**config.mk**
```make
export PLATFORM = sky130hd
export DESIGN_NAME = cic_decim
export DESIGN_NICKNAME = d
export VERILOG_FILES = /design/src/rtl/cic_decim.sv
export SDC_FILE = /design/constraint.sdc
export NUM_CORES = 2
export LEC_CHECK = 0
export BUFFER_PORTS_ARGS = -buffer_cell sky130_fd_sc_hd__buf_2
export CAP_MARGIN = 15
export CORE_MARGIN = 3
export CORE_UTILIZATION = 44
export CTS_CLUSTER_SIZE = 8
export DETAILED_ROUTE_END_ITERATION = 6
export SYNTH_ARGS = -nofsm -noshare
export SYNTH_HDL_FRONTEND = slang
export SYNTH_SLANG_ARGS = --single-unit
export TNS_END_PERCENT = 5
```
**constraint.sdc**
```tcl
create_clock -name clk -period 4.4 [get_ports clk]
set_input_delay 0.44 -clock clk [delete_from_list [all_inputs] [get_ports clk]]
set_output_delay 0.44 -clock clk [all_outputs]
set_load 0.01 [all_outputs]
```
**src/rtl/cic_decim.sv**
```systemverilog
module cic_decim #(
  parameter int IN_W       = 16,
  parameter int OUT_W      = 16,
  parameter int N          = 5,
  parameter int R          = 1000,
  parameter bit PRUNE_EACH = 1'b1
) (
  input  logic             clk,
  input  logic             rst,
  input  logic             in_valid,
  input  logic [IN_W-1:0]  in_data,
  output logic             out_valid,
  output logic [OUT_W-1:0] out_data
);
  localparam int RB = $clog2(R);
  localparam int G  = N * RB;
  localparam int W  = IN_W + G;
  localparam int CW = (RB < 1) ? 1 : RB;

  // low bits dropped at the input of stage s (0..N-1 integrators, N..2N-1 combs)
  function automatic int drop_bits(input int s);
    int d;
    if (!PRUNE_EACH || s == 0) return 0;
    d = (s < N) ? G - (N - s) * RB - s - 3 : G - (2 * N - s) - 3;
    if (d < 0) d = 0;
    if (d > W - OUT_W) d = W - OUT_W;
    return d;
  endfunction

  logic [N:0][W-1:0] ichain;
  logic [N:0][W-1:0] cchain;
  logic [CW-1:0]     cnt;
  logic [N:0]        stb;
  logic              last;

  assign last      = (cnt == CW'(R - 1));
  assign ichain[0] = {{G{in_data[IN_W-1]}}, in_data};

  always_ff @(posedge clk) begin
    if (rst) begin
      cnt <= '0;
      stb <= '0;
    end else begin
      stb <= {stb[N-1:0], in_valid & last};
      if (in_valid) cnt <= last ? '0 : cnt + 1'b1;
    end
  end

  for (genvar i = 0; i < N; i++) begin : g_integ
    localparam logic [W-1:0] KEEP = {W{1'b1}} << drop_bits(i);
    logic [W-1:0] acc;
    always_ff @(posedge clk) begin
      if (rst)           acc <= '0;
      else if (in_valid) acc <= acc + (ichain[i] & KEEP);
    end
    assign ichain[i+1] = acc;
  end

  assign cchain[0] = ichain[N];

  for (genvar k = 0; k < N; k++) begin : g_comb
    localparam logic [W-1:0] KEEP = {W{1'b1}} << drop_bits(N + k);
    logic [W-1:0] held, diff, cur;
    assign cur = cchain[k] & KEEP;
    always_ff @(posedge clk) begin
      if (rst) begin
        held <= '0;
        diff <= '0;
      end else if (stb[k]) begin
        held <= cur;
        diff <= cur - held;
      end
    end
    assign cchain[k+1] = diff;
  end

  logic unused_low;
  assign unused_low = ^cchain[N][W-OUT_W-1:0];

  assign out_valid = stb[N];
  assign out_data  = cchain[N][W-1 -: OUT_W];
endmodule

```
After elaboration in Yosys (flattened, before gate mapping)
Cells that the tools add are included.
{ "classes": {"bitwise": 1, "eq_ne": 1, "n_addsub": 11, "muxes": 1} }
{ "op_table": {"columns": ["cell", "count"], "rows": [
  ["$add A66 B66 Y66", 5],
  ["$sub A66 B66 Y66", 5],
  ["$add A10 B1 Y10 const B", 1],
  ["$eq A10 B10 Y1 const B", 1],
  ["$mux W10", 1],
  ["$and A1 B1 Y1", 1]
]} }
{ "totals": {"in_bits": 19, "out_inout_bits": 17, "word_cells": 31, "register_bits": 786} }

Logic depth before layout (Yosys ltp)
{ "depth": {"word_depth": 2, "mapped_depth": 15, "ltp_nobuf": 15} }

Worst setup path before layout
OpenSTA, ideal clock, no wires.
{ "synth_timing": {"path_kind": "in2reg", "startpoint": "in in_data[0]", "endpoint": "reg g_integ[0].acc[62]", "t_required_ns": 4.326, "setup_slack_ns": 1.048, "setup_ns": 0.074, "arrival_ns": 3.277, "n_path_buf": 0, "cell_stages": 15, "cell_sequence": "ha_1 > inv_1 > fa_1 > nand2b_1 > a21oi_1 > o21ai_0 > a211oi_1 > o21ai_0 > a2111oi_2 > o2111ai_1 > a211o_1 > o21ai_0 > a21oi_1 > xor2_1 > o21ai_0"} }
{ "synth_via": {"elab_chain_cells": 1} }
{ "synth_rtl": {"columns": ["element", "line", "text"], "rows": [
  ["start: declaration", "11", "input logic [IN_W-1:0] in_data,"],
  ["$add A66 B66 Y66", "54", "else if (in_valid) acc <= acc + (ichain[i] & KEEP);"],
  ["end signal: assignment", "54", null],
  ["end: declaration", "51", "logic [W-1:0] acc;"]
]} }
No other way between the ends.
A chain may end at the register's enable or synchronous reset.

Worst setup path after layout
{ "layout_timing": {"startpoint": "reg g_integ[0].acc[6]", "endpoint": "reg g_integ[1].acc[62]"} }
{ "layout_via": {"elab_chain_cells": 1} }
{ "layout_rtl": {"columns": ["element", "line"], "rows": [
  ["$add A66 B66 Y66", "54"],
  ["end signal: assignment", "54"],
  ["end: declaration", "51"]
]} }
No other way between the ends.

==> impl_metrics.csv <==
group,metric,value,unit
routing,dr.first_iter.drc_count,1336,
clock_tree,clk_path_buf_depth,3,
power_and_ir_drop,p_leak,16.1,nW
critical_path,crit_path_end,"g_integ[1].acc[62]",
floorplanning,die_h,284,um
grt,grtUsageTotal,19.0,%
timing,tightest_slew,1.10,ns
synth,synth_area_leaders,"dfxtp_1, ha_1, mux2i_1",
routing,wl,78.1,mm
timing,tns,0,ns
clock_tree,holdBufCountCts,0,
clock_tree,cts_root_buf,"clkbuf_16",
clock_tree,cts_buffers,71,
critical_path,crit_type,"reg -> reg",
routing,routedWlPerCell,15.1,um
finish,layout-drive-gt1-share,4.94,%
finish,n_antenna_cell,0,
synth,synthFlopType,"dfxtp_1",
routing,viasPerCell,5.45,
clock_tree,cts_sinks,480,
timing,setup_viol_count_final,0,
routing,drc_errors,0,
synth,syn_inst,4168,
critical_path,path_cells,"ha_1 > fa_1 > a211oi_1 > o21bai_1 > a21oi_1 > o2111ai_1 > a41oi_2 > o31ai_1 > o21ai_1 > o311ai_2 > a221oi_1 > o21ai_1 > xnor2_1 > o21ai_0",
critical_path,cpMostUsedCell,"o21ai_1",
floorplanning,start_util,44.7,%
timing,maxSlewHeadroom,26.4,%
timing,period_share,92.5,%
run,drv_cap,0,
timing,fin_hold_ws,0.193,ns
timing,rsz0062_at_grt,"false",
timing,finalCriticalPeriod,4.07,ns
critical_path,arrival,4.51,ns
grt,grt_overflow_total,0,
synth,synthesis.area,34100,um2
finish,nNetsFinal,4509,
finish,area_growth,8.83,%
floorplanning,rows,101,
place,gp_routability_congestion,0.862,
critical_path,cp-end-kind,"flop",
synth,ys_seq_elements,480,
place,dpl.hpwl,57.1,mm
synth,synth-edff-count,0,
synth,synthArstFlopShare,0,%
floorplanning,die_area,80900,um2
worst_hold_path,hold_path_class,"in -> reg",
clock_tree,cts.htree.levels,3,
synth,avgSynthCellArea,8.18,um2
synth,syn_nets,4544,
floorplanning,fp.coreArea,76300,um2
critical_path,critPathSlowestCell,"a221oi_1",
grt,grt_max_degree,144,
critical_path,critPathMaxStageDelay,0.60,ns
floorplanning,fp.dieW,284,um
routing,drt_pre_antenna_iters,5,
finish,fin_cells,5178,
synth,synth.lib_cells_used.distinct,93,
timing,max_freq,0.246,GHz
grt,grt_pass1_vias,26691,
finish,post-route-util,48.6,%
synth,synth_top_area_share,28.2,%
routing,vias,28215,
critical_path,crit_required,4.84,ns
grt,grt_first_pass_wirelength,132,mm
critical_path,timing.critical_path.from,"g_integ[0].acc[6]",
grt,antenna_found_initial,0,
clock_tree,cts_tree,"done",
clock_tree,worstSkewPairLatency,0.61,ns
synth,synth_top_cell_by_area,"dfxtp_1",
critical_path,crit_path_max_fanout,4,
timing,hold_viol_final,0,
place,place_inst,5090,
place,portBuffers,35,
critical_path,rrSetupSlack,0.33,ns
floorplanning,ios,36,
clock_tree,path_clk_slew,0.05,ns
critical_path,worst_r2r_endpoint,"g_integ[1].acc[62]",
finish,nFillCells,7558,
power_and_ir_drop,p_per_area,355,nW/um2
synth,yosysSeqAreaShare,28.2,%
timing,final.setup_skew,0.0396,ns
status,status,"completed",
timing,fin_ws,0.330,ns
critical_path,start_kind,"flop",
place,pre_cts_ws,0.101,ns
clock_tree,post-cts-setup-buffers,0,
power_and_ir_drop,ir_worst_vdd,0.245,mV
timing,maxSlewViolCount,0,
critical_path,r2r-start,"g_integ[0].acc[6]",
routing,ant_nets,0,
critical_path,reg2regPathDepth,14,
synth,yosys_warnings,0,
[area by class of cell]
type                       instances  area (um2)  area share [%]
clock buffer                      80        1820            4.91
clock inverter                     8         145           0.391
inverter                         191         717            1.93
multi-input combinational       3321       23100            62.2
sequential                       480        9620            25.9
tap                             1030        1290            3.47
timing repair buffer              68         455            1.23
[where the power goes]
| group | total, mW | internal [mW] | switching (mW) |
|---|---|---|---|
| Combinational | 3.34 | 1.39 | 1.95 |
| Sequential | 4.92 | 4.63 | 0.288 |
| Clock | 4.92 | 2.92 | 2.00 |
[stage by stage]
step                      instance area (um2)  power (mW)
after floorplan                         34100        7.55
after global placement                  35100        8.31
after detailed placement                35100        8.33
after CTS                               37100        13.4
after global routing                    37100        14.0
final                                   37100        13.2
[cell usage after synthesis, types with 5 or more instances]
cell type  count
nand2_1      234
nor2b_1       58
o21ai_0      222
nand4_1       56
a211o_1       15
o2111ai_1      7
buf_1         25
o211ai_1      17
a211oi_1      58
a31oi_1       31
and3_1        25
a41oi_1        6
o31ai_1       20
a221oi_1       8
nand2b_1      54
dfxtp_1      480
o21a_1        28
a21o_1       192
fa_1           9
mux2i_1      299
inv_1        190
xor2_1       123
clkbuf_1     141
and2_1        11
nor4_1        10
a2111oi_0      8
o21bai_1      53
o22ai_1       11
nor3b_1        6
a21boi_0       9
xnor2_1      190
or2_2         11
a311oi_1       6
o21ai_1       13
nor2_1       578
nor3_1        63
ha_1         348
a22o_1         9
o41ai_1        6
o31a_1         7
a21oi_1      335
or3_1         20
nand3_1       80
and4_1         5
clkbuf_8       5
[how the worst min path moves through the flow]
stage                       start            endpoint  slack (ns)  cells past startpoint
2_1_floorplan  g_integ[3].acc[63]  g_integ[3].acc[63]        0.45                      2
4_1_cts                in_data[0]   g_integ[0].acc[0]        0.15                      4
3_5_place_dp   g_comb[2].held[44]  g_comb[2].held[44]        0.47                      2
6_report               in_data[0]   g_integ[0].acc[0]        0.19                      4
5_1_grt                in_data[0]   g_integ[0].acc[0]        0.19                      4
3_3_place_gp   g_comb[0].held[42]  g_comb[0].held[42]        0.47                      2
[critical path, delay by kind of cell, from the launching register on]
kind	cells	cell delay, ns
AO/OA/AOI/OAI	11	2.74
adder cells (fa/ha/maj)	2	0.65
flip-flops	1	0.32
XOR/XNOR	1	0.16
[placed cells by master (no fill, tap or decap), types with 8 or more instances in the layout]
| cell type | synthesis | final |
|---|---|---|
| a21o_1 | 192 | 192 |
| nor2_1 | 578 | 577 |
| a2111oi_0 | 8 | 8 |
| or3_1 | 20 | 20 |
| nand3_1 | 80 | 80 |
| a21boi_0 | 9 | 9 |
| nand2_1 | 234 | 234 |
| a221oi_1 | 8 | 8 |
| a31oi_1 | 31 | 31 |
| o21ai_1 | 13 | 14 |
| buf_4 | 2 | 32 |
| a211oi_1 | 58 | 57 |
| xor2_1 | 123 | 123 |
| o31ai_1 | 20 | 20 |
| buf_2 | 0 | 33 |
| nor4_1 | 10 | 10 |
| nand4_1 | 56 | 56 |
| a21oi_1 | 335 | 335 |
| dfxtp_1 | 480 | 475 |
| o21a_1 | 28 | 28 |
| inv_1 | 190 | 189 |
| o21ai_0 | 222 | 221 |
| a211o_1 | 15 | 15 |
| and3_1 | 25 | 25 |
| mux2i_1 | 299 | 299 |
| o22ai_1 | 11 | 11 |
| clkbuf_16 | 0 | 71 |
| fa_1 | 9 | 9 |
| nand2b_1 | 54 | 53 |
| o211ai_1 | 17 | 17 |
| nor2b_1 | 58 | 58 |
| xnor2_1 | 190 | 190 |
| a22o_1 | 9 | 9 |
| o21bai_1 | 53 | 53 |
| nor3_1 | 63 | 63 |
| and2_1 | 11 | 11 |
| or2_2 | 11 | 11 |
| clkbuf_1 | 141 | 8 |
| ha_1 | 348 | 348 |
[registers in the layout, indices dropped and copies added (netlist names)]
name	count
stb	6
g_comb.held	110
g_integ.acc	252
g_comb.diff	102
cnt	10
[layer usage]
layer	up-vias	track usage, %	wire (um)
li1	14775	-	-
met4	0	5.18	1880
met2	353	32.1	35900
met1	12964	25.3	38100
met5	-	0	0
met3	123	2.49	2160
[logic make-up after synthesis]
kind of cell,synth area share (%)
fa+ha+maj,13.3
compound gates,21.0
xor+xnor,8.04
mux,8.78
buf+inv,4.24
simple gates,16.5
flops,28.2
[what timing repair did]
action,4_1_cts,5_1_grt
endpoints found under the hold margin,0,0
setup endpoints to repair,0,3
gates resized for setup,0,3
Note: power is estimated with default switching activity, not from simulation.
